<file path="src/rtl/sfd_pkg.sv">
package sfd_pkg;
  // Fill threshold for each trigger code
  function automatic int unsigned trig_level(input logic [1:0] code);
    case (code)
      2'b00:   return 1;
      2'b01:   return 4;
      2'b10:   return 8;
      default: return 14;
    endcase
  endfunction

  // Map an internal active condition onto the chosen output polarity
  function automatic logic apply_pol(input logic act, input logic hi);
    return hi ? act : ~act;
  endfunction

  // Circular pointer advance for any depth
  function automatic int unsigned ptr_next(input int unsigned p, input int unsigned depth);
    return (p == depth - 1) ? 0 : p + 1;
  endfunction
endpackage

</file>
<file path="src/rtl/sfd_store.sv">
module sfd_store #(
  parameter int DATA_W = 12,
  parameter int DEPTH  = 16,
  localparam int AW = (DEPTH > 1) ? $clog2(DEPTH) : 1,
  localparam int CW = $clog2(DEPTH + 1)
) (
  input  logic              clk,
  input  logic              rst_n,
  input  logic              clr,
  input  logic              wr_req,
  input  logic [DATA_W-1:0] wr_data,
  input  logic              rd_req,
  output logic [DATA_W-1:0] rd_data,
  output logic [CW-1:0]     count,
  output logic              wr_acc,
  output logic              rd_acc,
  output logic              wr_drop
);
  import sfd_pkg::*;

  logic [DATA_W-1:0] mem [DEPTH];
  logic [AW-1:0]     wr_ptr, rd_ptr;
  logic              full, empty;

  assign full    = (count == CW'(DEPTH));
  assign empty   = (count == '0);
  assign wr_acc  = wr_req && !full && !clr;
  assign rd_acc  = rd_req && !empty && !clr;
  assign wr_drop = wr_req && full && !clr;

  // One write-enabled register per entry
  for (genvar g = 0; g < DEPTH; g++) begin : g_ent
    always_ff @(posedge clk) begin
      if (wr_acc && (wr_ptr == AW'(g))) mem[g] <= wr_data;
    end
  end

  always_ff @(posedge clk or negedge rst_n) begin
    if (!rst_n) begin
      wr_ptr  <= '0;
      rd_ptr  <= '0;
      count   <= '0;
      rd_data <= '0;
    end else if (clr) begin
      wr_ptr  <= '0;
      rd_ptr  <= '0;
      count   <= '0;
      rd_data <= '0;
    end else begin
      if (wr_acc) wr_ptr <= AW'(ptr_next(int'(wr_ptr), DEPTH));
      if (rd_acc) begin
        rd_ptr  <= AW'(ptr_next(int'(rd_ptr), DEPTH));
        rd_data <= mem[rd_ptr];
      end
      case ({wr_acc, rd_acc})
        2'b10:   count <= count + 1'b1;
        2'b01:   count <= count - 1'b1;
        default: count <= count;
      endcase
    end
  end
endmodule

</file>
<file path="src/rtl/sfd_ovf.sv">
module sfd_ovf (
  input  logic clk,
  input  logic rst_n,
  input  logic clr,
  input  logic drop,
  output logic ovf_evt,
  output logic ovf_sticky
);
  always_ff @(posedge clk or negedge rst_n) begin
    if (!rst_n) begin
      ovf_evt    <= 1'b0;
      ovf_sticky <= 1'b0;
    end else if (clr) begin
      ovf_evt    <= 1'b0;
      ovf_sticky <= 1'b0;
    end else begin
      ovf_evt <= drop;
      if (drop) ovf_sticky <= 1'b1;
    end
  end
endmodule

</file>
<file path="src/rtl/sfd_dav.sv">
module sfd_dav #(
  parameter int DEPTH = 16,
  localparam int CW = $clog2(DEPTH + 1)
) (
  input  logic          clk,
  input  logic          rst_n,
  input  logic [CW-1:0] count,
  input  logic [1:0]    trig_code,
  input  logic          pulse_mode,
  input  logic          active_high,
  output logic          above,
  output logic          edge_hit,
  output logic          dav
);
  import sfd_pkg::*;

  logic prev_above;
  logic act;

  assign above    = (count >= CW'(trig_level(trig_code)));
  assign edge_hit = above && !prev_above;
  assign act      = pulse_mode ? edge_hit : above;
  assign dav      = apply_pol(act, active_high);

  always_ff @(posedge clk or negedge rst_n) begin
    if (!rst_n) prev_above <= 1'b0;
    else        prev_above <= above;
  end
endmodule

</file>
<file path="src/rtl/sample_fifo_dav.sv">
module sample_fifo_dav #(
  parameter int DATA_W = 12,
  parameter int DEPTH  = 16,
  localparam int CW = $clog2(DEPTH + 1)
) (
  input  logic              clk,
  input  logic              rst_n,
  input  logic              fifo_clr,
  input  logic              smp_valid,
  input  logic [DATA_W-1:0] smp_data,
  input  logic              rd_pop,
  input  logic [1:0]        trig_code,
  input  logic              dav_pulse_mode,
  input  logic              dav_active_high,
  output logic [DATA_W-1:0] rd_data,
  output logic              dav,
  output logic              ovf_evt,
  output logic              ovf_sticky
);
  // Internal events brought out for the checker
  logic [CW-1:0] fill_cnt;
  logic          push_acc;
  logic          pop_acc;
  logic          push_drop;
  logic          lvl_above;
  logic          lvl_edge;

  sfd_store #(.DATA_W(DATA_W), .DEPTH(DEPTH)) u_store (
    .clk     (clk),
    .rst_n   (rst_n),
    .clr     (fifo_clr),
    .wr_req  (smp_valid),
    .wr_data (smp_data),
    .rd_req  (rd_pop),
    .rd_data (rd_data),
    .count   (fill_cnt),
    .wr_acc  (push_acc),
    .rd_acc  (pop_acc),
    .wr_drop (push_drop)
  );

  sfd_ovf u_ovf (
    .clk        (clk),
    .rst_n      (rst_n),
    .clr        (fifo_clr),
    .drop       (push_drop),
    .ovf_evt    (ovf_evt),
    .ovf_sticky (ovf_sticky)
  );

  sfd_dav #(.DEPTH(DEPTH)) u_dav (
    .clk         (clk),
    .rst_n       (rst_n),
    .count       (fill_cnt),
    .trig_code   (trig_code),
    .pulse_mode  (dav_pulse_mode),
    .active_high (dav_active_high),
    .above       (lvl_above),
    .edge_hit    (lvl_edge),
    .dav         (dav)
  );
endmodule

</file>
<file path="config.mk">
export PLATFORM = sky130hd
export DESIGN_NAME = sample_fifo_dav
export DESIGN_NICKNAME = d
export VERILOG_FILES = /design/src/rtl/sfd_pkg.sv /design/src/rtl/sfd_store.sv /design/src/rtl/sfd_ovf.sv /design/src/rtl/sfd_dav.sv /design/src/rtl/sample_fifo_dav.sv
export SDC_FILE = /design/constraint.sdc
export NUM_CORES = 1
export LEC_CHECK = 0
export CAP_MARGIN = 20
export CELL_PAD_IN_SITES_DETAIL_PLACEMENT = 0
export CELL_PAD_IN_SITES_GLOBAL_PLACEMENT = 1
export CORE_MARGIN = 1.5
export CORE_UTILIZATION = 30
export DETAILED_ROUTE_END_ITERATION = 10
export DONT_BUFFER_PORTS = 1
export MAX_ROUTING_LAYER = met4
export PLACE_DENSITY_LB_ADDON = 0.1
export SLEW_MARGIN = 10
export SYNTH_ARGS = -nofsm -noshare
export SYNTH_HDL_FRONTEND = slang
export SYNTH_SLANG_ARGS = --single-unit
</file>
<file path="constraint.sdc">
create_clock -name clk -period 3.48 [get_ports clk]
set_input_delay 0.522 -clock clk [delete_from_list [all_inputs] [get_ports clk]]
set_output_delay 0.522 -clock clk [all_outputs]
set_load 0.05 [all_outputs]
</file>
==> flow_summary.ini, run 1 <==
[routing]
wl_um = 20600
antenna_left = 0
route.detailed.drc = 0
vias_per_cell = 4.79
drt_iter0_markers = 320
vias = 4286
wl_per_cell_um = 23.0
drtPass1Iterations = 4

[cells_and_area]
fin_area_mm2 = 0.0104
final_cell_mix = edfxtp_1 (192), mux4_2 (48), clkbuf_16 (26), dfrtp_1 (26), mux2i_1 (24)
insertedDiodeCount = 0
nNetsFinal = 526
nFillCells = 2688
drive_gt1_share_pct = 24.9
layout_commonest_cell = edfxtp_1
syn_to_final_growth_pct = 16.9

[logic_synthesis]
synth-compound-area-share_pct = 3.64
synth_edf_count = 192
seq_area_frac_synth_pct = 72.6
synth.area.mux_share_pct = 15.2
ys_types = 44
synth_xor_area_share_pct = 0.295
synth_ff_type = edfxtp_1
synth_top_area_share_pct = 64.7
yosys_warnings = 0
synth_top_family_by_area = multiplexers
synth_area_mm2 = 0.00891
synth_top_cell_by_area = edfxtp_1
yosys-top-cells-area = edfxtp_1 (65%), mux4_2 (12%), dfrtp_1 (7.9%), mux2i_1 (2.7%), ha_1 (1.7%)
async_reset_ff_share_pct = 12.7
avgSynthCellArea_um2 = 19.2
synth_nets = 498
ys_ff_latch = 220
synthesis.instances = 464
yosys.area_share.simple_pct = 4.87
synthAdderAreaFrac_pct = 1.91

[clock_tree]
cts_num_sinks = 220
cts_tree = yes
cts.clk_slew.worst_paths_ps = 60
cts_buffers = 26
htree_levels = 1
cts_root_buffer = clkbuf_16
worstSkewPairLatency_ps = 530
cts.path.max_buffers = 3

[placed_design]
place_area_mm2 = 0.00951
gp_congestion = 0.739
pre_cts_ws_ps = 551
hpwl_um = 12500
io_buffers = 0

[die]
die_w_um = 175
rows = 62
ios = 36
core_region_area_mm2 = 0.0289
die_area_mm2 = 0.0308
start_util_pct = 30.8
die_height_um = 175

[timing]
setup_viol = 0
hold-worst-slack_ps = 53.0
finalMaxSlewViolations = 0
finalCritPeriodShare_pct = 84.5
worst_slack_ps = 540
max_freq_mhz = 340
period_needed_ps = 2940
grt_setup_unrepaired = false
worst_pin_slew_ps = 780
hold_viol_final = 0
finalSetupTns_ps = 0
max-slew-margin-rel_pct = 47.7
finalClockSkew_ps = 11.0

[setup_path]
crit_type = reg2reg
crit_end = u_store.count[4]
crit_required_ps = 3930
cp_max_fo = 8
worstPathArrival_ps = 3390
crit_path_end_kind = flop
critPathLaunch = u_store.count[1]
rr_endpoint = u_store.count[4]
r2r_start = u_store.count[1]
reg2regPathDepth = 10
r2r_setup_slack_ps = 540
start_kind = flop

[grt]
gr-total-overflow = 0
first_global_vias = 4799
grt_max_degree = 36
antenna_found_initial = 0
track_usage_pct = 14.4
grt_pass1_wl_um = 31500

[run_status]
status = complete, no violations

[power]
p_total_w = 0.00677
powerDensity_mw_per_mm2 = 650
internal_power_w = 0.00504
p_leak_nw = 3.34
switching_share_pct = 25.7
power.switching_w = 0.00174
ir_worst_vdd_v = 0.000333
p_clk_share_pct = 40.9
combPwrFrac_pct = 11.4
power_frac_seq_pct = 47.8

[flow_run]
drv_cap = 0

[worst_hold_path]
min_path_type = in2reg
hold_start = fifo_clr
-- area by class of cell --
type | count | area [µm²] | share of cell area, %
clock buffer | 35 | 694 | 6.67
clock inverter | 12 | 181 | 1.74
inverter | 9 | 33.8 | 0.324
multi-input combinational | 211 | 2340 | 22.4
sequential | 220 | 6470 | 62.1
tap | 384 | 480 | 4.61
timing repair buffer | 24 | 220 | 2.11
-- critical path: stages, from the launching register on --
cell and delay (ps):
dfrtp_1 450, nor4_4 370, a21boi_2 180, or3_1 420, inv_1 120, ha_1 260, nor2b_1 150, o21a_1 180
or4_4 410, and3_4 180, nor3_2 130
-- synth_stat cells (2+ instances only) --
cell,count
a21o_1,5
edfxtp_1,192
mux2i_1,24
o21ai_4,2
nand3_1,4
buf_2,6
a21oi_1,9
inv_1,9
a31oi_1,3
nor2_1,21
o21ai_0,2
mux2_1,2
xor2_1,3
dfrtp_1,28
mux4_2,48
a21boi_0,2
nand2b_1,3
buf_1,3
or3_1,4
nand3b_1,13
o221ai_1,12
nand2_1,16
ha_1,12
nor3_1,7
or4_4,2
clkbuf_1,13
nor2b_1,2
-- sequential cells by signal, indices dropped and copies added (netlist names) --
register / count
u_store.wr_ptr: 4
u_ovf.ovf_evt: 1
u_store.mem: 192
u_store.count: 5
u_store.rd_ptr: 4
u_ovf.ovf_sticky: 1
u_store.rd_data: 12
u_dav.prev_above: 1
-- cells by family after synthesis --
logic type,count (synthesis)
AO/OA/AOI/OAI,42
XOR/XNOR,3
adder cells (fa/ha/maj),13
buffers and inverters,33
flip-flops,220
multiplexers,75
AND/OR/NAND/NOR,78
-- per-stage QoR --
stage / util (%) / cells
after global placement: 32.9 / 846
after CTS: 36.0 / 895
after detailed placement: 32.9 / 846
final: 36.0 / 895
after global routing: 36.0 / 895
after floorplan: - / 464
-- power groups by stage --
stage / Sequential [W] / Clock (W) / Combinational, W
floorplan: 0.00323 / 0 / 0.000605
global placement: 0.00328 / 0 / 0.000781
detailed placement: 0.00329 / 0 / 0.000782
CTS: 0.00323 / 0.00284 / 0.000796
global route: 0.00325 / 0.00294 / 0.000857
finish: 0.00323 / 0.00277 / 0.000772
-- per-layer routing --
| layer | share of wire [%] | global-route usage, % | up-vias |
|---|---|---|---|
| met5 | 0 | - | - |
| li1 | - | - | 1932 |
| met1 | 43 | 17.6 | 2243 |
| met4 | 2.1 | 3.88 | 0 |
| met3 | 5.4 | 3.42 | 30 |
| met2 | 50 | 24.0 | 81 |
-- worst min-delay path by stage --
stage / endpoint / cells past startpoint / slack (ps)
6_report: u_store.count[4] / 1 / 50
5_1_grt: u_store.count[4] / 1 / 30
4_1_cts: u_store.count[4] / 1 / 30
3_5_place_dp: u_dav.prev_above / 0 / 230
3_3_place_gp: u_dav.prev_above / 0 / 230
2_1_floorplan: u_dav.prev_above / 0 / 230
-- timing repair --
item,4_1_cts,5_1_grt
hold buffers,2,0
setup buffers,0,0
endpoints found under the hold margin,28,0
gates resized for setup,0,0
Power figures use the tool's default switching activity.
==> inputs of run 2 (changes only) <==
--- a/config.mk
+++ b/config.mk
@@ -5,6 +5,7 @@
 export SDC_FILE = /design/constraint.sdc
 export NUM_CORES = 1
 export LEC_CHECK = 0
+export ABC_AREA = 1
 export CAP_MARGIN = 20
 export CELL_PAD_IN_SITES_DETAIL_PLACEMENT = 0
 export CELL_PAD_IN_SITES_GLOBAL_PLACEMENT = 1
==> constraint.sdc (replaced) <==
create_clock -name clk -period 3.05 [get_ports clk]
set_input_delay 0.4575 -clock clk [delete_from_list [all_inputs] [get_ports clk]]
set_output_delay 0.4575 -clock clk [all_outputs]
set_load 0.05 [all_outputs]
==> flow_summary.ini, run 2 <==
[worst_hold_path]
min_path_type = in2reg
hold_start = smp_data[2]

[grt]
grt_pass1_wl_um = 39100
grt_max_degree = 115
gr-total-overflow = 0
track_usage_pct = 16.4
first_global_vias = 6159
antenna_found_initial = 0

[logic_synthesis]
ys_ff_latch = 220
yosys-top-cells-area = edfxtp_1 (62%), nand2_1 (7.9%), dfrtp_1 (7.5%), nor2_1 (5.4%), nand3_1 (4.3%)
avgSynthCellArea_um2 = 11.1
synth.area.mux_share_pct = 0
ys_types = 31
async_reset_ff_share_pct = 12.7
synth_edf_count = 192
synth_xor_area_share_pct = 0.281
seq_area_frac_synth_pct = 69.2
synth-compound-area-share_pct = 5.78
synth_common_cells = nand2_1 (196), edfxtp_1 (192), nor2_1 (135)
synth_area_mm2 = 0.00935
synth_ff_type = edfxtp_1
synth_top_area_share_pct = 61.7
synth_top_family_by_area = simple AND/OR/NAND/NOR gates
synthAdderAreaFrac_pct = 1.82
yosys_warnings = 0
synthesis.instances = 839
yosysMostFrequentCell = nand2_1
yosys.area_share.simple_pct = 18.6
synth_top_cell_by_area = edfxtp_1
synth_nets = 873

[clock_tree]
cts_setup_buffers = 0
cts_num_sinks = 220
worstSkewPairLatency_ps = 520
cts.path.max_buffers = 3
cts_tree = yes
htree_levels = 1
cts_root_buffer = clkbuf_16
cts.clk_slew.worst_paths_ps = 60
cts_buffers = 27

[die]
die_area_mm2 = 0.0322
die_height_um = 180
start_util_pct = 30.5
die_w_um = 180
ios = 36
rows = 64
core_region_area_mm2 = 0.0307

[power]
p_clk_share_pct = 34.3
ir_worst_vdd_v = 0.000378
combPwrFrac_pct = 22.1
power_frac_seq_pct = 43.6
p_leak_nw = 4.12
switching_share_pct = 32.7
power.switching_w = 0.00278
powerDensity_mw_per_mm2 = 786
internal_power_w = 0.00573

[cells_and_area]
finalNonFillerCells = 1293
top_register = u_store.mem
insertedDiodeCount = 0
drive_gt1_share_pct = 10.4
largest_reg_flops = 192
top_regs = u_store.mem (192), u_store.rd_data (12), u_store.count (5)
final_cell_mix = nand2_1 (196), edfxtp_1 (192), nor2_1 (135), nand3_1 (81), o21ai_0 (52)
syn_to_final_growth_pct = 15.8
layout_commonest_cell = nand2_1
nNetsFinal = 911

[routing]
antenna_left = 0
vias_per_cell = 4.72
drt_iter0_markers = 518
wl_per_cell_um = 19.6
wl_um = 25400
route.detailed.drc = 0
drtPass1Iterations = 5
vias = 6104

[placed_design]
io_buffers = 0
hpwl_um = 16000
placedCellCount = 1235
gp_congestion = 0.812

[timing]
grt_setup_unrepaired = false
finalCritPeriodShare_pct = 87.2
hold_viol_final = 0
hold-worst-slack_ps = 29.5
finalMaxSlewViolations = 0
period_needed_ps = 2660
finalClockSkew_ps = 5.26
setup_viol = 0
max-slew-margin-rel_pct = 51.6
max_freq_mhz = 376
worst_pin_slew_ps = 725
finalSetupTns_ps = 0

[setup_path]
critPathMaxStageDelay_ps = 410
cp_max_fo = 4
crit_path_end_kind = primary output
r2r_start = u_store.count[4]
crit_type = reg2out
start_kind = flop
path_cells = ha_1, nand2_1, inv_1, o21ai_0, nand4_1, o21ai_0, nand2_1, nand2_1
critPathMostFrequentCell = nand2_1
crit_required_ps = 2590
critPathLaunch = u_store.count[2]
cp_slowest_cell = dfrtp_1
worstPathArrival_ps = 2200

[flow_run]
drv_cap = 0

[run_status]
status = complete, no violations
[run 2: changes by cell type after synthesis, sizes merged, moves of 12 or more]
cell / previous run / this run
o221ai: 12 / 0
nor2: 21 / 137
buf: 10 / 31
mux2i: 24 / 0
o211ai: 1 / 17
nand3b: 13 / 1
o21ai: 4 / 70
nand3: 4 / 82
inv: 9 / 43
nand2: 16 / 201
mux4: 48 / 0
[run 2: logic make-up (layout without fill, tap and decap cells)]
| family | Yosys count | after routing |
|---|---|---|
| AND/OR/NAND/NOR | 425 | 425 |
| flip-flops | 220 | 220 |
| buffers and inverters | 83 | 141 |
| XOR/XNOR | 3 | 3 |
| AO/OA/AOI/OAI | 95 | 95 |
| adder cells (fa/ha/maj) | 13 | 13 |
[run 2: through the flow]
stage / total power [W] / util, % / setup slack [ps] / instance area (µm²)
global route: 0.00902 / 35.3 / 188 / 10800
finish: 0.00851 / 35.3 / 389 / 10800
global placement: 0.00567 / 32.4 / 770 / 9930
floorplan: 0.00519 / - / 989 / 9350
CTS: 0.00866 / 35.3 / 335 / 10800
detailed placement: 0.00568 / 32.4 / 710 / 9930
[run 2: final timing paths]
path / endpoint / slack [ps] / cells after the start
setup / recovery: dav / 390 / 8
hold reg to reg: u_store.count[0] / 550 / 1
hold / removal: u_store.mem[9][2] / 30 / 0
max in group asynchronous: u_store.rd_ptr[0] / 2490 / 2
min in group asynchronous: u_store.count[2] / 360 / 2
setup reg to reg: u_store.count[4] / 710 / 15
[run 2: repair_timing]
item,in CTS,in global routing
resized for setup,0,0
hold buffers,8,1
hold endpoints to repair,38,5
[run 2: worst max-delay path: cells and delay by family (launching register included)]
kind | cells | cell delay (ps)
simple gates | 4 | 650
buf+inv | 1 | 30
fa+ha+maj | 1 | 340
flops | 1 | 410
compound gates | 2 | 240
[run 2: area by class of cell]
| cell class | count | area (µm²) |
|---|---|---|
| Timing Repair Buffer | 49 | 425 |
| Inverter | 43 | 164 |
| Multi-Input combinational cell | 536 | 2480 |
| Clock inverter | 9 | 63.8 |
| Clock buffer | 40 | 734 |
| Sequential cell | 220 | 6470 |
| Fill cell | 3045 | 19800 |
| Tap cell | 396 | 495 |
[run 2: power groups by stage]
stage / sequential, W / combinational, W / clock (W)
after CTS: 0.00371 / 0.00194 / 0.00301
after detailed placement: 0.00377 / 0.00191 / 0
after floorplan: 0.00373 / 0.00146 / 0
final: 0.00371 / 0.00188 / 0.00292
after global placement: 0.00377 / 0.00191 / 0
after global routing: 0.00372 / 0.00216 / 0.00313
[run 2: layer usage]
layer	vias up	part of all wire [%]	track usage, %
li1	2955	-	-
met1	2981	44	20.9
met2	119	48	26.6
met3	49	4.3	2.61
met4	0	3.8	5.90
met5	-	0	-
